`src/rtl/gss_pkg.sv`:
```
package gss_pkg;
   localparam int SIDE_REGS = 7;
   typedef enum logic [2:0] {
      RG_SEL      = 3'd0,
      RG_DIR      = 3'd1,
      RG_MAN      = 3'd2,
      RG_ATR_IDLE = 3'd3,
      RG_ATR_RX   = 3'd4,
      RG_ATR_TX   = 3'd5,
      RG_ATR_FDX  = 3'd6
   } side_reg_e;

   function automatic int atr_slot(input logic rx, input logic tx);
      return int'(RG_ATR_IDLE) + int'({tx, rx});
   endfunction
endpackage

```
`src/rtl/gss_side_regs.sv`:
```
module gss_side_regs
   import gss_pkg::*;
#(
   parameter int PINS   = 12,
   parameter int DATA_W = 32,
   parameter int ADDR_W = 5,
   parameter int BASE   = 0
) (
   input  logic              clk,
   input  logic              rst_n,
   input  logic              wr_en,
   input  logic [ADDR_W-1:0] wr_addr,
   input  logic [DATA_W-1:0] wr_data,
   input  logic [DATA_W-1:0] wr_mask,
   input  logic              rx,
   input  logic              tx,
   input  logic [ADDR_W-1:0] rd_addr,
   output logic              rd_hit,
   output logic [DATA_W-1:0] rd_val,
   output logic [PINS-1:0]   val_o,
   output logic [PINS-1:0]   oe_o
);
   logic [SIDE_REGS-1:0][PINS-1:0] regs_q;
   logic [PINS-1:0] atr_val;

   always_ff @(posedge clk) begin
      if (!rst_n) begin
         regs_q <= '0;
      end else if (wr_en) begin
         for (int r = 0; r < SIDE_REGS; r++) begin
            if (wr_addr == ADDR_W'(BASE + r))
               regs_q[r] <= (regs_q[r] & ~wr_mask[PINS-1:0])
                          | (wr_data[PINS-1:0] & wr_mask[PINS-1:0]);
         end
      end
   end

   always_comb begin
      atr_val = regs_q[atr_slot(rx, tx)];
      val_o   = (regs_q[RG_SEL] & atr_val) | (~regs_q[RG_SEL] & regs_q[RG_MAN]);
      oe_o    = regs_q[RG_DIR];
   end

   always_comb begin
      rd_hit = 1'b0;
      rd_val = '0;
      for (int r = 0; r < SIDE_REGS; r++) begin
         if (rd_addr == ADDR_W'(BASE + r)) begin
            rd_hit = 1'b1;
            rd_val = DATA_W'(regs_q[r]);
         end
      end
   end

   // a fully manual side keeps its value steady while its registers stay steady
   p_manual_steady_r4: assert property (@(posedge clk) disable iff (!rst_n)
      ($stable(regs_q[RG_SEL]) && regs_q[RG_SEL] == '0 && $stable(regs_q[RG_MAN]))
      |-> $stable(val_o));

   // the enables move only on a write to the direction register
   p_dir_hold_r6: assert property (@(posedge clk) disable iff (!rst_n)
      !(wr_en && wr_addr == ADDR_W'(BASE + int'(RG_DIR))) |=> $stable(oe_o));
endmodule

```
`src/rtl/gss_sync.sv`:
```
module gss_sync #(
   parameter int W      = 12,
   parameter int STAGES = 2
) (
   input  logic         clk,
   input  logic         rst_n,
   input  logic [W-1:0] d,
   output logic [W-1:0] q
);
   logic [STAGES-1:0][W-1:0] st_q;

   generate
      for (genvar s = 0; s < STAGES; s++) begin : g_stage
         if (s == 0) begin : g_first
            always_ff @(posedge clk) begin
               if (!rst_n) st_q[0] <= '0;
               else        st_q[0] <= d;
            end
         end else begin : g_next
            always_ff @(posedge clk) begin
               if (!rst_n) st_q[s] <= '0;
               else        st_q[s] <= st_q[s-1];
            end
         end
      end
   endgenerate

   assign q = st_q[STAGES-1];
endmodule

```
`src/rtl/gss_src_mux.sv`:
```
module gss_src_mux #(
   parameter int PINS    = 12,
   parameter int DATA_W  = 32,
   parameter int ADDR_W  = 5,
   parameter int WR_ADDR = 16
) (
   input  logic              clk,
   input  logic              rst_n,
   input  logic              wr_en,
   input  logic [ADDR_W-1:0] wr_addr,
   input  logic [DATA_W-1:0] wr_data,
   input  logic [DATA_W-1:0] wr_mask,
   input  logic [PINS-1:0]   val_a,
   input  logic [PINS-1:0]   oe_a,
   input  logic [PINS-1:0]   val_b,
   input  logic [PINS-1:0]   oe_b,
   output logic [2*PINS-1:0] src_o,
   output logic [PINS-1:0]   pin_out_o,
   output logic [PINS-1:0]   pin_oe_o
);
   localparam int SRC_W = 2 * PINS;

   logic [SRC_W-1:0] src_q;
   logic [PINS-1:0]  pick_b;
   logic             src_wr;

   assign src_wr = wr_en && (wr_addr == ADDR_W'(WR_ADDR));

   always_ff @(posedge clk) begin
      if (!rst_n)      src_q <= '0;
      else if (src_wr) src_q <= (src_q & ~wr_mask[SRC_W-1:0])
                              | (wr_data[SRC_W-1:0] & wr_mask[SRC_W-1:0]);
   end

   generate
      for (genvar p = 0; p < PINS; p++) begin : g_pick
         assign pick_b[p] = src_q[2*p];
      end
   endgenerate

   always_ff @(posedge clk) begin
      if (!rst_n) begin
         pin_out_o <= '0;
         pin_oe_o  <= '0;
      end else begin
         pin_out_o <= (pick_b & val_b) | (~pick_b & val_a);
         pin_oe_o  <= (pick_b & oe_b)  | (~pick_b & oe_a);
      end
   end

   assign src_o = src_q;

   // bits outside the mask survive a write to the source register
   p_src_mask_r7: assert property (@(posedge clk) disable iff (!rst_n)
      src_wr |=> ((src_q ^ $past(src_q)) & ~$past(wr_mask[SRC_W-1:0])) == '0);

   // the source register moves only on a write to its own address
   p_src_hold_r8: assert property (@(posedge clk) disable iff (!rst_n)
      !src_wr |=> $stable(src_q));

   // a pad is never enabled unless some side asked for it
   p_oe_subset_r6: assert property (@(posedge clk) disable iff (!rst_n)
      $past(rst_n) |-> (pin_oe_o & ~$past(oe_a | oe_b)) == '0);
endmodule

```
`src/rtl/gpio_src_steer.sv`:
```
module gpio_src_steer
   import gss_pkg::*;
#(
   parameter int PINS        = 12,
   parameter int DATA_W      = 32,
   parameter int ADDR_W      = 5,
   parameter int SIDE_B_BASE = 8,
   parameter int SRC_WR_ADDR = 16,
   parameter int SRC_RD_ADDR = 17,
   parameter int PIN_RD_ADDR = 18,
   parameter int SYNC_STAGES = 2
) (
   input  logic              clk,
   input  logic              rst_n,
   input  logic              wr_en,
   input  logic [ADDR_W-1:0] wr_addr,
   input  logic [DATA_W-1:0] wr_data,
   input  logic [DATA_W-1:0] wr_mask,
   input  logic [ADDR_W-1:0] rd_addr,
   output logic [DATA_W-1:0] rd_data,
   input  logic              radio_a_rx,
   input  logic              radio_a_tx,
   input  logic              radio_b_rx,
   input  logic              radio_b_tx,
   input  logic [PINS-1:0]   pin_in,
   output logic [PINS-1:0]   pin_out,
   output logic [PINS-1:0]   pin_oe
);
   localparam int SIDES = 2;
   localparam int SRC_W = 2 * PINS;

   generate
      if (SRC_W > DATA_W) begin : g_bad_width
         $error("source fields do not fit in the data word");
      end
      if (SIDE_B_BASE < SIDE_REGS) begin : g_bad_base
         $error("side B window overlaps side A");
      end
      if (SRC_WR_ADDR < SIDE_B_BASE + SIDE_REGS || SRC_RD_ADDR == SRC_WR_ADDR
          || PIN_RD_ADDR == SRC_RD_ADDR || PIN_RD_ADDR == SRC_WR_ADDR) begin : g_bad_map
         $error("address map collision");
      end
      if (SYNC_STAGES < 2) begin : g_bad_sync
         $error("synchronizer needs at least two stages");
      end
   endgenerate

   logic [SIDES-1:0]             side_rx, side_tx, side_hit;
   logic [SIDES-1:0][PINS-1:0]   side_val, side_oe;
   logic [SIDES-1:0][DATA_W-1:0] side_rd;
   logic [SRC_W-1:0]             src;
   logic [PINS-1:0]              pin_sync;

   assign side_rx = {radio_b_rx, radio_a_rx};
   assign side_tx = {radio_b_tx, radio_a_tx};

   generate
      for (genvar s = 0; s < SIDES; s++) begin : g_side
         gss_side_regs #(
            .PINS(PINS), .DATA_W(DATA_W), .ADDR_W(ADDR_W),
            .BASE(s * SIDE_B_BASE)
         ) u_side (
            .clk(clk), .rst_n(rst_n),
            .wr_en(wr_en), .wr_addr(wr_addr), .wr_data(wr_data), .wr_mask(wr_mask),
            .rx(side_rx[s]), .tx(side_tx[s]),
            .rd_addr(rd_addr), .rd_hit(side_hit[s]), .rd_val(side_rd[s]),
            .val_o(side_val[s]), .oe_o(side_oe[s])
         );
      end
   endgenerate

   gss_src_mux #(
      .PINS(PINS), .DATA_W(DATA_W), .ADDR_W(ADDR_W), .WR_ADDR(SRC_WR_ADDR)
   ) u_mux (
      .clk(clk), .rst_n(rst_n),
      .wr_en(wr_en), .wr_addr(wr_addr), .wr_data(wr_data), .wr_mask(wr_mask),
      .val_a(side_val[0]), .oe_a(side_oe[0]),
      .val_b(side_val[1]), .oe_b(side_oe[1]),
      .src_o(src), .pin_out_o(pin_out), .pin_oe_o(pin_oe)
   );

   gss_sync #(.W(PINS), .STAGES(SYNC_STAGES)) u_sync (
      .clk(clk), .rst_n(rst_n), .d(pin_in), .q(pin_sync)
   );

   always_comb begin
      rd_data = '0;
      if (side_hit[0])                             rd_data = side_rd[0];
      else if (side_hit[1])                        rd_data = side_rd[1];
      else if (rd_addr == ADDR_W'(SRC_RD_ADDR))    rd_data = DATA_W'(src);
      else if (rd_addr == ADDR_W'(PIN_RD_ADDR))    rd_data = DATA_W'(pin_sync);
   end

   // the cycle after reset, no pad is enabled
   p_reset_quiet_r1: assert property (@(posedge clk)
      !rst_n |=> (pin_oe == '0 && pin_out == '0));
endmodule

```
`config.mk`:
```
export PLATFORM = sky130hd
export DESIGN_NAME = gpio_src_steer
export DESIGN_NICKNAME = d
export VERILOG_FILES = /design/src/rtl/gss_pkg.sv /design/src/rtl/gss_side_regs.sv /design/src/rtl/gss_sync.sv /design/src/rtl/gss_src_mux.sv /design/src/rtl/gpio_src_steer.sv
export SDC_FILE = /design/constraint.sdc
export NUM_CORES = 1
export LEC_CHECK = 0
export BUFFER_PORTS_ARGS = -buffer_cell sky130_fd_sc_hd__buf_4
export CAP_MARGIN = 5
export CORE_UTILIZATION = 55
export CTS_BUF_LIST = sky130_fd_sc_hd__clkbuf_4 sky130_fd_sc_hd__clkbuf_8 sky130_fd_sc_hd__clkbuf_16
export CTS_CLUSTER_SIZE = 14
export DETAILED_ROUTE_END_ITERATION = 10
export PLACE_DENSITY = 0.75
export RECOVER_POWER = 50
export SLEW_MARGIN = 0
export SYNTH_ARGS = -nofsm -noshare
export SYNTH_HDL_FRONTEND = slang
export SYNTH_SLANG_ARGS = --single-unit
```
`constraint.sdc`:
```
create_clock -name clk -period 3.8 [get_ports clk]
set_clock_uncertainty 0.05 [all_clocks]
set_input_delay 0.76 -clock clk [delete_from_list [all_inputs] [get_ports clk]]
set_output_delay 0.76 -clock clk [all_outputs]
set_load 0.02 [all_outputs]
```
==> impl_metrics.tcl <==
set metrics [dict create \
    finalNonFillerCells 2020 \
    antenna_found_initial 7 \
    peakVddDrop_v 0.000349 \
    dieArea_mm2 0.0261 \
    synth.top_cell.area_share 0.343 \
    finalHoldViolCount 0 \
    cts.clk_slew.worst_paths_ps 60 \
    route.detailed.drc 0 \
    ys_top_cells_by_area "dfxtp_1, mux2i_1, nor2b_1" \
    synthFlopType "dfxtp_1" \
    final_nets 1758 \
    wl_per_cell_um 22.5 \
    num_vias 12700 \
    final_cell_area_mm2 0.0160 \
    setup_viol 0 \
    synth_edf_count 0 \
    routabilityCongestion 0.993 \
    hold_buffers 0 \
    status "complete, but fails checks" \
    post-place-ws_ps 234 \
    coreArea_mm2 0.0251 \
    min_path_type "input port to register" \
    end_kind "output pin" \
    hp-start "pin_in[8]" \
    dpl-instance-area_mm2 0.0151 \
    hold_depth 2 \
    cts_setup_buffers 0 \
    grt_pass1_vias 12100 \
    r2r_cells 4 \
    dr.pass1.iters 5 \
    cpMostUsedCell "buf_4" \
    die_w_um 162 \
    path_cells "buf_4 -> mux4_1 -> nor2b_1 -> o21ai_0 -> a211oi_1 -> buf_4" \
    grt_max_degree 71 \
    syn2layout_area_growth_pct 13.8 \
    critical_path_class "input port to output pin" \
    clk-insertion-delay-late_ps 550 \
    power_leakage_nw 6.69 \
    fin_crit_ps 3630 \
    maxCapViolCount 1 \
    cp.arrival_ps 2820 \
    cts_buffers 26 \
    critical_path_buf_inv_count 2 \
    whs_ps 361 \
    power_density_mw_per_mm2 379 \
    tightest_slew_ps 2980 \
    syn_area_mm2 0.0140 \
    drt-initial-drc-count 1136 \
    dp_cells 1965 \
    seq_area_frac_synth 0.343 \
    grt_overflow 0 \
    fill_cells 2193 \
    fmax_ghz 0.276 \
    crit_family "buffers and inverters" \
    tritoncts "yes" \
    violations "max-capacitance violations, max-slew violations" \
    hold_end "u_sync.st_q[8]$_SDFF_PN0_" \
    syn-instance-count 1604 \
    yosys_warnings 0 \
    synth.distinct_cells 67 \
    cts_max_path_buffers 3 \
    cpPeakStageDelay_ps 630 \
    num_io_pins 149 \
    mostFrequentLayoutCells "dfxtp_1, nor2b_1, mux2i_1, nand3_1, buf_4" \
    critical_path.slowest_cell "mux4_1" \
    ant_nets 0 \
    finalCritPeriodShare 0.954 \
    die_h_um 162 \
    rows 58 \
    rsz0062_at_grt "false" \
    crit_path_max_fanout 55 \
    r2r-end "u_mux.pin_out_o[11]$_SDFF_PN0_" \
    synthArstFlopShare 0 \
    critPathLaunchType "input port" \
    drive_above_1_share 0.157 \
    hpwl_mm 29.1 \
    grt_first_pass_wirelength_mm 70.3 \
    wl_mm 45.5 \
    synth_top_area_cell "dfxtp_1" \
    root_buffer "clkbuf_16" \
    finalSetupTns_ps 0 \
    final_common_cell "dfxtp_1" \
    ys_seq_elements 240 \
    grtUsageTotal 0.344 \
    cp.required_ps 2990 \
    power_mw 6.05 \
    cts_sinks 240 \
    setup_ws_ps 173 \
    max_slew_margin -0.989 \
    final_core_utilization 0.636 \
    r2r_setup_slack_ps 2250 \
    start_util 0.558 \
    vias_per_cell 6.28 \
    avgSynthCellArea_um2 8.74 \
    post_cts_resize_count 0 \
    maxSlewViolCount 71 \
    htree_levels 1 \
    port_buffers 124 \
]
-- area by class of cell --
cell class,count,area [µm²],share of cell area
Clock buffer,29,686,0.0430
Sequential cell,240,4800,0.301
Tap cell,330,413,0.0259
Antenna cell,7,17.5,0.00110
Timing Repair Buffer,190,1330,0.0835
Inverter,21,78.8,0.00494
Multi-Input combinational cell,1184,8380,0.525
Clock inverter,19,250,0.0157
-- synthesized netlist by cell type, types with 3 or more instances --
| library cell | instances |
|---|---|
| dfxtp_1 | 240 |
| nor3b_1 | 3 |
| a311oi_1 | 4 |
| a221oi_1 | 23 |
| a21o_1 | 3 |
| mux4_1 | 3 |
| o22ai_1 | 23 |
| nor2_1 | 41 |
| mux2i_1 | 224 |
| inv_1 | 21 |
| nor2b_1 | 227 |
| nand3b_1 | 25 |
| a2bb2oi_1 | 4 |
| or3_1 | 11 |
| buf_6 | 5 |
| buf_1 | 9 |
| a21oi_1 | 38 |
| a211oi_1 | 23 |
| buf_2 | 49 |
| a32oi_1 | 6 |
| a22o_1 | 10 |
| o221ai_1 | 5 |
| nor4_1 | 4 |
| nor3_1 | 5 |
| nor4b_1 | 15 |
| nand2_1 | 51 |
| clkbuf_1 | 82 |
| nand2b_1 | 26 |
| o21ai_0 | 38 |
| nand3_1 | 205 |
| o22a_1 | 5 |
| o2bb2ai_1 | 10 |
| and2_1 | 39 |
| mux2_2 | 39 |
| o32ai_1 | 14 |
| and4bb_2 | 3 |
| o21bai_1 | 5 |
| buf_4 | 16 |
| a22oi_1 | 6 |
-- worst reg2reg max path, cell delays in order, from the launching register on --
cell and delay, ps:
dfxtp_1 350, or3b_2 490, a21oi_1 140, o21ai_0 110, a32o_1 290
-- layer usage --
| layer | routed length, µm | global-route usage |
|---|---|---|
| met5 | 0 | 0 |
| met1 | 18000 | 0.442 |
| met3 | 4580 | 0.0677 |
| met2 | 20600 | 0.553 |
| met4 | 2310 | 0.168 |
-- power by group --
| part | internal, mW | switching, mW |
|---|---|---|
| clock network | 1.65 | 1.12 |
| logic | 0.269 | 0.461 |
| registers | 2.54 | 0.0137 |
| total | 4.46 | 1.59 |
-- kinds of logic (layout without fill, tap and decap cells) --
group / count (synthesis) / count (layout) / synth area share
AO/OA/AOI/OAI: 229 / 229 / 0.115
buffers and inverters: 187 / 259 / 0.0647
multiplexers: 266 / 266 / 0.197
other: 1 / 15 / 0.000267
adder cells (fa/ha/maj): 2 / 2 / 0.00178
AND/OR/NAND/NOR: 679 / 679 / 0.278
flip-flops: 240 / 240 / 0.343
-- how the worst max path moves through the flow --
stage / from / end / slack [ps] / cells past startpoint
finish: rd_addr[0] / rd_data[8] / 170 / 6
detailed placement: rd_addr[0] / rd_data[8] / 230 / 6
CTS: rd_addr[0] / rd_data[8] / 240 / 6
global placement: rd_addr[0] / rd_data[8] / 260 / 6
global route: rst_n / register / 70 / 4
floorplan: rd_addr[3] / rd_data[0] / 780 / 6
No activity file was read; power rests on OpenSTA's default activity.
